**src/rtl/gft_pkg.sv**
```systemverilog
package gft_pkg;
  // Width of an index over n items, never below one bit.
  function automatic int unsigned idx_w(input int unsigned n);
    return (n < 2) ? 1 : $clog2(n);
  endfunction
endpackage

```
**src/rtl/gft_upd_arb.sv**
```systemverilog
module gft_upd_arb #(
  parameter int NUM_THREADS = 4,
  parameter int NUM_UPD     = 2,
  parameter int TS_W        = 8,
  parameter int TID_W       = 2
) (
  input  logic                     clk,
  input  logic                     rst_n,
  input  logic [NUM_UPD-1:0]       upd_valid,
  input  logic [NUM_UPD*TID_W-1:0] upd_tid,
  input  logic [NUM_UPD*TS_W-1:0]  upd_ts,
  output logic [NUM_UPD-1:0]       upd_ready,
  output logic [NUM_THREADS-1:0]   wr_en,
  output logic [NUM_THREADS*TS_W-1:0] wr_ts
);
  // Fixed priority per thread: the lowest port index claims the write slot.
  always_comb begin
    wr_en     = '0;
    wr_ts     = '0;
    upd_ready = '1;
    for (int p = 0; p < NUM_UPD; p++) begin
      if (upd_valid[p]) begin
        for (int t = 0; t < NUM_THREADS; t++) begin
          if (upd_tid[p*TID_W +: TID_W] == TID_W'(t)) begin
            if (wr_en[t]) begin
              upd_ready[p] = 1'b0;
            end else begin
              wr_en[t]              = 1'b1;
              wr_ts[t*TS_W +: TS_W] = upd_ts[p*TS_W +: TS_W];
            end
          end
        end
      end
    end
  end


  top_port_ready_chk: assert property (@(posedge clk) disable iff (!rst_n)
    upd_valid[0] |-> upd_ready[0]);
endmodule

```
**src/rtl/gft_record.sv**
```systemverilog
module gft_record #(
  parameter int TS_W = 8
) (
  input  logic            clk,
  input  logic            rst_n,
  input  logic            wr_en,
  input  logic [TS_W-1:0] wr_ts,
  output logic [TS_W-1:0] rec_q,
  output logic [TS_W-1:0] rec_eff
);
  // Keep the larger value; rec_eff is also the same-cycle bypass for queries.
  assign rec_eff = (wr_en && (wr_ts > rec_q)) ? wr_ts : rec_q;

  always_ff @(posedge clk) begin
    if (!rst_n) rec_q <= '0;
    else        rec_q <= rec_eff;
  end


  reset_clear_chk: assert property (@(posedge clk) disable iff (!rst_n)
    $past(!rst_n) |-> (rec_q == '0));

  raise_chk: assert property (@(posedge clk) disable iff (!rst_n)
    (wr_en && (wr_ts > rec_q)) |=> (rec_q == $past(wr_ts)));

  ignore_small_chk: assert property (@(posedge clk) disable iff (!rst_n)
    (wr_en && (wr_ts <= rec_q)) |=> $stable(rec_q));

  never_lower_chk: assert property (@(posedge clk) disable iff (!rst_n)
    $past(rst_n) |-> (rec_q >= $past(rec_q)));
endmodule

```
**src/rtl/gft_query.sv**
```systemverilog
module gft_query #(
  parameter int NUM_THREADS = 4,
  parameter int TS_W        = 8,
  parameter int TID_W       = 2
) (
  input  logic                        clk,
  input  logic                        rst_n,
  input  logic                        qry_valid,
  input  logic [TID_W-1:0]            qry_tid,
  input  logic [TS_W-1:0]             qry_ts,
  input  logic [NUM_THREADS*TS_W-1:0] rec_eff_all,
  output logic                        qry_ready
);
  logic [TS_W-1:0] sel_ts;

  always_comb begin
    sel_ts = '0;
    for (int t = 0; t < NUM_THREADS; t++) begin
      if (qry_tid == TID_W'(t)) sel_ts = rec_eff_all[t*TS_W +: TS_W];
    end
  end

  assign qry_ready = qry_valid && (sel_ts >= qry_ts);


  idle_no_grant_chk: assert property (@(posedge clk) disable iff (!rst_n)
    !qry_valid |-> !qry_ready);

  grant_sticky_chk: assert property (@(posedge clk) disable iff (!rst_n)
    ($past(rst_n) && qry_valid && $past(qry_valid) && $past(qry_ready)
     && $stable(qry_tid) && $stable(qry_ts)) |-> qry_ready);
endmodule

```
**src/rtl/gft_table.sv**
```systemverilog
module gft_table #(
  parameter int NUM_THREADS = 4,
  parameter int NUM_UPD     = 2,
  parameter int NUM_QRY     = 2,
  parameter int TS_W        = 8,
  parameter int TID_W       = gft_pkg::idx_w(NUM_THREADS)
) (
  input  logic                     clk,
  input  logic                     rst_n,
  input  logic [NUM_UPD-1:0]       upd_valid,
  input  logic [NUM_UPD*TID_W-1:0] upd_tid,
  input  logic [NUM_UPD*TS_W-1:0]  upd_ts,
  output logic [NUM_UPD-1:0]       upd_ready,
  input  logic [NUM_QRY-1:0]       qry_valid,
  input  logic [NUM_QRY*TID_W-1:0] qry_tid,
  input  logic [NUM_QRY*TS_W-1:0]  qry_ts,
  output logic [NUM_QRY-1:0]       qry_ready
);
  localparam int REC_BITS = NUM_THREADS * TS_W;

  logic [NUM_THREADS-1:0] wr_en;
  logic [REC_BITS-1:0]    wr_ts;
  logic [REC_BITS-1:0]    rec_q_all;
  logic [REC_BITS-1:0]    rec_eff_all;

  gft_upd_arb #(
    .NUM_THREADS(NUM_THREADS), .NUM_UPD(NUM_UPD), .TS_W(TS_W), .TID_W(TID_W)
  ) u_arb (
    .clk(clk), .rst_n(rst_n),
    .upd_valid(upd_valid), .upd_tid(upd_tid), .upd_ts(upd_ts),
    .upd_ready(upd_ready), .wr_en(wr_en), .wr_ts(wr_ts)
  );

  for (genvar t = 0; t < NUM_THREADS; t++) begin : g_rec
    gft_record #(.TS_W(TS_W)) u_rec (
      .clk(clk), .rst_n(rst_n),
      .wr_en(wr_en[t]), .wr_ts(wr_ts[t*TS_W +: TS_W]),
      .rec_q(rec_q_all[t*TS_W +: TS_W]),
      .rec_eff(rec_eff_all[t*TS_W +: TS_W])
    );
  end

  for (genvar q = 0; q < NUM_QRY; q++) begin : g_qry
    gft_query #(
      .NUM_THREADS(NUM_THREADS), .TS_W(TS_W), .TID_W(TID_W)
    ) u_qry (
      .clk(clk), .rst_n(rst_n),
      .qry_valid(qry_valid[q]),
      .qry_tid(qry_tid[q*TID_W +: TID_W]),
      .qry_ts(qry_ts[q*TS_W +: TS_W]),
      .rec_eff_all(rec_eff_all),
      .qry_ready(qry_ready[q])
    );
  end


  all_ready_when_distinct_chk: assert property (@(posedge clk) disable iff (!rst_n)
    ($countones(wr_en) == $countones(upd_valid)) |-> (upd_ready == {NUM_UPD{1'b1}}));
endmodule

```
**config.mk**
```make
export PLATFORM = sky130hd
export DESIGN_NAME = gft_table
export DESIGN_NICKNAME = d
export VERILOG_FILES = /design/src/rtl/gft_pkg.sv /design/src/rtl/gft_upd_arb.sv /design/src/rtl/gft_record.sv /design/src/rtl/gft_query.sv /design/src/rtl/gft_table.sv
export SDC_FILE = /design/constraint.sdc
export NUM_CORES = 1
export LEC_CHECK = 0
export CAP_MARGIN = 20
export CORE_ASPECT_RATIO = 0.6
export CORE_MARGIN = 4
export CORE_UTILIZATION = 35
export CTS_CLUSTER_DIAMETER = 80
export DETAILED_ROUTE_END_ITERATION = 10
export DONT_BUFFER_PORTS = 1
export SETUP_SLACK_MARGIN = 0.3
export SLEW_MARGIN = 20
export SYNTH_ARGS = -nofsm -noshare
export SYNTH_HDL_FRONTEND = slang
export SYNTH_HIERARCHICAL = 1
export SYNTH_SLANG_ARGS = --single-unit
```
**constraint.sdc**
```tcl
create_clock -name clk -period 7.61 [get_ports clk]
set_input_delay 0.3805 -clock clk [delete_from_list [all_inputs] [get_ports clk]]
set_output_delay 0.3805 -clock clk [all_outputs]
set_load 0.05 [all_outputs]
```
==> results_dict.tcl, run 1 <==
set metrics [dict create \
    cts-root-buf "clkbuf_16" \
    worst_skew_pair.late_latency_ns 0.28 \
    io_buffer_count 0 \
    wl_per_cell_microns 19.7 \
    cts_repair_resize_count 0 \
    core_region_area_sq_um 11500 \
    top_regs "g_rec.u_rec/rec_q x32" \
    syn-instance-count 466 \
    timing.max_slew.rel_slack_pct 33.9 \
    clock_sink_count 32 \
    maxClockFrequency_mhz 175 \
    dr.first_iter.drc_count 539 \
    post_synth_simple_gate_area_pct 18.5 \
    timing_max_transition_violations_final 0 \
    muxShareOfSynthArea_pct 26.9 \
    yosys.area_share.adder_pct 14.4 \
    criticalPathCategory "in2out" \
    ios 50 \
    detailedPlacementHpwl_microns 9530 \
    rd_place_congestion 0.947 \
    drt-pass1-iter-count 6 \
    status "finished clean" \
    worst_ep_required_time_ns 7.23 \
    fin_ws_ns 1.90 \
    total_cts_buffers 5 \
    route.layer.met1.wl_microns 5840 \
    power.total_w 0.000564 \
    clock_network_fraction_of_total_power_pct 44.7 \
    grt_max_degree 65 \
    unrepaired_setup_endpoints_after_global_routing "no" \
    total_via_count_in_the_routed_design 3540 \
    post_layout_minimum_cycle_time_ns 5.71 \
    sw_frac_of_total_pct 28.1 \
    synth_fp_nets 560 \
    max_ffs_per_register 32 \
    place_ws_ns 2.00 \
    dr.max_layer_used "met5" \
    timing.critical_path.slowest_cell_delay_ns 0.81 \
    remaining_design_rule_violation_count 0 \
    die_area_sq_um 13800 \
    grtUsageTotal_pct 17.1 \
    initial_antenna_violation_count 1 \
    die_h_microns 92.7 \
    regMostFlops "g_rec.u_rec/rec_q" \
    post-cts-setup-buffers 0 \
    num-fill-cells 1164 \
    setup_viol 0 \
    post_synthesis_compound_gate_area_fraction_pct 14.3 \
    timing.critical_path.from_type "input pin" \
    ir_drop_mv 0.0669 \
    cts_hold_buffers 0 \
    cpLargestDelayFamily "compound AO/OA/AOI/OAI gates" \
    via_per_inst 5.87 \
    power.static_leakage_nw 1.71 \
    grt-ovfl-total 0 \
    layout_common_cells "nand2_1 (81), inv_1 (49), ha_1 (48)" \
    final_net_count 536 \
    layout.cells.most_common "nand2_1" \
    cts_tree "built" \
    cts.path.max_buffers 2 \
    actual_transition_at_the_worst_max_transition_pin_ns 0.985 \
    htreeDepth 2 \
    worstPathArrival_ns 5.33 \
    slowest_library_cell_on_the_worst_path "o31ai_2" \
    timing.critical_path.buf_inv 2 \
    post_synth_xor_area_fraction_pct 0.419 \
    ys_warn_count 6 \
    areaGrowthSynthToFinish_pct 4.37 \
    synth-seq-cells 32 \
    power_frac_comb_pct 24.7 \
    drv.max_cap_violation_count 0 \
    p_switching_w 0.000159 \
    grt_first_pass_wirelength_microns 18300 \
    clk_pin_slew_ns 0.06 \
    routed_wirelength_microns 11900 \
    post_route_cells_drive_above_1_share_pct 14.2 \
    final_min_period_over_clock_period_pct 75.0 \
    critPathMaxFanout 10 \
    yosys.cell_types.count 38 \
    detailroute.wirelength.met3_microns 1470 \
    crit_path_cell_trace "nand2b_1 -> o31ai_1 -> inv_1 -> ha_1 -> nor2b_1 -> o211ai_1 -> and3_1 -> a211oi_2 -> buf_4 -> mux2_2 -> mux4_1 -> ha_1 -> nor2b_1 -> o211a_1 -> a211oi_1 -> o31ai_2" \
    finalSetupTns_ns 0 \
    dr_wl_met2_microns 4450 \
    hold_violations 0 \
    synth.yosys.seq_area_share_pct 15.3 \
    die_w_microns 149 \
    synth_top_family_by_area "multiplexers" \
    internal_power_w 0.000405 \
    critical_path_sink_type "output pin" \
    pwr_density_cell_nw_per_um2 129 \
    worst_clock_skew_ns 0.00614 \
    worstHoldPathType "in2reg" \
    grt_pass1_vias 3231 \
    postRouteAntennaNets 0 \
    num_antenna_cells 0 \
    syn-mean-instance-area_sq_um 8.98 \
    initial_utilization_pct 36.4 \
    netlist_area_before_placement_sq_um 4180 \
    power.sequential.fraction_pct 30.6 \
    fp-row-count 30 \
]
## logic make-up (layout without fill, tap and decap cells)
logic type | Yosys count | in the layout
adder cells (fa/ha/maj) | 48 | 48
AND/OR/NAND/NOR | 141 | 141
other | 1 | 1
buffers and inverters | 84 | 61
flip-flops | 32 | 32
AO/OA/AOI/OAI | 78 | 78
XOR/XNOR | 2 | 2
multiplexers | 80 | 80
## path summary, 6_finish.rpt
kind / from / to / slack (ns) / cells past startpoint
min: rst_n / g_rec[3].u_rec/rec_q[2] / 0.25 / 2
min reg2reg: g_rec[0].u_rec/rec_q[3] / g_rec[0].u_rec/rec_q[3] / 0.48 / 2
max: upd_tid[2] / qry_ready[0] / 1.90 / 16
max reg2reg: g_rec[3].u_rec/rec_q[7] / g_rec[3].u_rec/rec_q[7] / 5.17 / 8
## final cells by class
type,instances,area [sq um],share of cell area [%]
Clock inverter,1,30.0,0.688
Multi-Input combinational cell,350,3130,71.7
Timing Repair Buffer,4,30.0,0.688
Sequential cell,32,641,14.7
Clock buffer,7,153,3.50
Tap cell,160,200,4.59
Inverter,49,184,4.21
## cells in the mapped netlist
cell type,number,area (sq um)
a211oi_1,2,15.0
a211oi_2,4,50.1
a21oi_1,16,80.1
a31o_2,2,17.5
and3_1,5,31.3
and3b_1,2,17.5
buf_2,5,25.0
buf_4,5,37.5
buf_6,11,124
clkbuf_1,13,48.8
clkbuf_2,1,5.00
conb_1,1,3.75
dfxtp_1,32,641
ha_1,48,601
inv_1,49,184
mux2_2,24,270
mux2_4,8,120
mux2i_1,32,320
mux4_1,14,368
mux4_2,2,45.0
nand2_1,81,304
nand2b_1,2,12.5
nand3_1,2,10.0
nand4_1,17,106
nand4b_1,16,140
nand4bb_1,3,33.8
nor2b_1,6,37.5
nor3b_4,1,18.8
o211a_1,2,20.0
o211ai_1,4,30.0
o21a_1,4,30.0
o21ai_0,6,30.0
o21bai_1,4,30.0
o31ai_1,26,195
o31ai_2,8,100
or2_1,1,6.26
or4bb_1,5,56.3
xnor2_1,2,17.5
## power groups by stage
stage          clock [W]  combinational, W  sequential [W]
4_1_cts         0.000257          0.000138        0.000172
3_3_place_gp           0          0.000133        0.000176
6_report        0.000252          0.000139        0.000173
2_1_floorplan          0          0.000128        0.000175
3_5_place_dp           0          0.000137        0.000176
5_1_grt         0.000265          0.000153        0.000173
## through the flow
step           hold slack, ns  util (%)  area [sq um]  instances
2_1_floorplan           0.445         -          4180        466
3_3_place_gp            0.458      36.4          4180        595
3_5_place_dp            0.469      36.4          4180        595
4_1_cts                 0.244      38.0          4370        603
5_1_grt                 0.243      38.0          4370        603
6_report                0.251      38.0          4370        603
## routing by layer
layer | GRT usage, % | vias to the layer above
met5 | 0 | -
met4 | 3.12 | 2
met3 | 6.94 | 19
met2 | 22.0 | 188
met1 | 26.1 | 1668
li1 | - | 1663
Power figures use the tool's default switching activity.
==> run 2, diff against run 1 <==
==> constraint.sdc (replaced) <==
create_clock -name clk -period 4.9 [get_ports clk]
set_input_delay 0.245 -clock clk [delete_from_list [all_inputs] [get_ports clk]]
set_output_delay 0.245 -clock clk [all_outputs]
set_load 0.05 [all_outputs]
==> run 2 against run 1 <==
  * Sequential share of layout area is 1.0 points lower
  * Sequential power up 55%
  * Worst setup slack got worse by 1.5 ns
  * Critical path depth did not move
  * Routed wire length up 2.3%
  * Via count is 0.31% lower
  * Critical path type unchanged
  * Largest cell class unchanged
  * Largest power group unchanged
==> results_dict.tcl, run 2 (synthesized netlist as in run 1, its figures left out) <==
set metrics [dict create \
    status "finished clean" \
    crit_path_cell_trace "or2_2 -> o31ai_4 -> ha_1 -> nor2b_1 -> o211ai_1 -> and3_1 -> a211oi_2 -> buf_6 -> mux2_2 -> mux4_1 -> ha_1 -> nor2b_1 -> o211a_1 -> a211oi_1 -> o31ai_2 -> buf_4" \
    layout.cells.most_common "nand2_1" \
    cts.path.max_buffers 2 \
    areaGrowthSynthToFinish_pct 12.1 \
    ir_drop_mv 0.128 \
    holdPathStages 2 \
    power.static_leakage_nw 1.80 \
    worstHoldPathType "in2reg" \
    post_layout_minimum_cycle_time_ns 4.49 \
    worst_clock_skew_ns 0.00642 \
    criticalPathCategory "in2out" \
    finalSetupTns_ns 0 \
    unrepaired_setup_endpoints_after_global_routing "yes" \
    maxClockFrequency_mhz 223 \
    htreeDepth 2 \
    pwr_density_cell_nw_per_um2 179 \
    finalCoreUtilization_pct 40.8 \
    slowest_library_cell_on_the_worst_path "mux4_1" \
    grt_max_degree 65 \
    worstPathArrival_ns 4.24 \
    core_region_area_sq_um 11500 \
    grt_first_pass_wirelength_microns 18900 \
    actual_transition_at_the_worst_max_transition_pin_ns 0.684 \
    regMostFlops "g_rec.u_rec/rec_q" \
    io_buffer_count 0 \
    final_min_period_over_clock_period_pct 91.6 \
    critPathMaxFanout 10 \
    timing_max_transition_violations_final 0 \
    reg2reg_to "g_rec[2].u_rec/rec_q[5]" \
    hold_violations 0 \
    clock_sink_count 32 \
    fp-row-count 30 \
    wl_per_cell_microns 19.9 \
    clk_pin_slew_ns 0.06 \
    timing.hold.worst.start "rst_n" \
    r2r_slack_ns 2.93 \
    drt-pass1-iter-count 5 \
    worst_ep_required_time_ns 4.66 \
    num_antenna_cells 0 \
    via_per_inst 5.77 \
    r2r-start "g_rec[2].u_rec/rec_q[7]" \
    timing.critical_path.from_type "input pin" \
    post_route_cells_drive_above_1_share_pct 21.9 \
    final_net_count 545 \
    total_cts_buffers 5 \
    routed_wirelength_microns 12200 \
    die_w_microns 149 \
    postRouteAntennaNets 0 \
    setup_viol 0 \
    initial_antenna_violation_count 0 \
    timing.critical_path.slowest_cell_delay_ns 0.51 \
    rd_place_congestion 0.933 \
    grt_pass1_vias 3352 \
    timing.max_slew.rel_slack_pct 54.2 \
    dr.first_iter.drc_count 277 \
    die_h_microns 92.7 \
    critical_path_sink_type "output pin" \
    cts-root-buf "clkbuf_16" \
    worstHoldEndpoint "g_rec[3].u_rec/rec_q[2]" \
    max_ffs_per_register 32 \
    total_via_count_in_the_routed_design 3529 \
    initial_utilization_pct 36.4 \
    grt-ovfl-total 0 \
    remaining_design_rule_violation_count 0 \
    cts_tree "built" \
    top_regs "g_rec.u_rec/rec_q x32" \
    layout_common_cells "nand2_1 (80), inv_1 (49), ha_1 (48)" \
    grtUsageTotal_pct 17.7 \
    ios 50 \
    worstRegToRegCells 8 \
    worst_skew_pair.late_latency_ns 0.29 \
    detailedPlacementHpwl_microns 9530 \
    drv.max_cap_violation_count 0 \
    die_area_sq_um 13800 \
]
-- run 2: cell count changes in the layout (fill, tap and decap cells not counted), sizes merged --
cell      delta
clkinvlp     +2
buf          +9
bufinv       -1
clkinv       +1
clkbuf       -2
-- run 2: critical path, delay by kind of cell --
family	cells	cell delay (ns)
buffers and inverters	2	0.40
adders and majority gates	2	0.52
muxes	2	0.86
AOI/OAI and AO/OA	6	1.29
and+or+nand+nor	4	0.90
-- run 2: repair_timing --
| action | CTS | global route |
|---|---|---|
| setup buffers | 0 | 1 |
| hold buffers | 0 | 0 |
| endpoints found under the setup margin | 2 | 2 |
| pin swaps | 0 | 1 |
| gates resized for setup | 10 | 35 |
-- run 2: how the worst max path moves through the flow --
| stage | start | endpoint | slack (ns) | cells after the start |
|---|---|---|---|---|
| floorplan | upd_tid[0] | qry_ready[0] | 0.36 | 16 |
| global placement | upd_valid[0] | qry_ready[0] | 0.27 | 14 |
| detailed placement | upd_valid[0] | qry_ready[1] | 0.19 | 14 |
| CTS | upd_tid[1] | qry_ready[1] | 0.31 | 15 |
| global route | upd_tid[3] | qry_ready[0] | 0.25 | 16 |
| finish | upd_tid[3] | qry_ready[1] | 0.41 | 16 |
-- run 2: where the power goes --
| part | internal [W] | switching (W) |
|---|---|---|
| registers | 0.000264 | 0.00000328 |
| clock network | 0.000189 | 0.000135 |
| logic | 0.000111 | 0.000136 |
-- run 2: area by class of cell --
cell class              instances  area (sq um)
clock buffers                   5           125
clock inverters                 3          23.8
fillers                      1136          6800
inverters                      49           184
multi-input cells             350          3390
flip-flops and latches         32           641
well taps                     160           200
repair buffers                 13           126
-- run 2: per-stage QoR --
step                cell area, sq um  std cells  total power, W  worst slack, ns  hold WS (ns)
global placement                4260        603        0.000489            0.271         0.401
CTS                             4450        611        0.000827            0.307         0.105
global route                    4690        612        0.000887            0.252         0.106
floorplan                       4190        466        0.000472            0.361         0.445
detailed placement              4260        603        0.000494            0.194         0.409
finish                          4690        612        0.000839            0.412         0.116
-- run 2: layer usage --
metal	global-route usage, %	part of all wire [%]	vias to the layer above
met2	23.5	39	149
met5	0	0	-
met3	5.28	11	7
met1	27.8	50	1684
met4	2.59	0.56	0
li1	-	-	1689
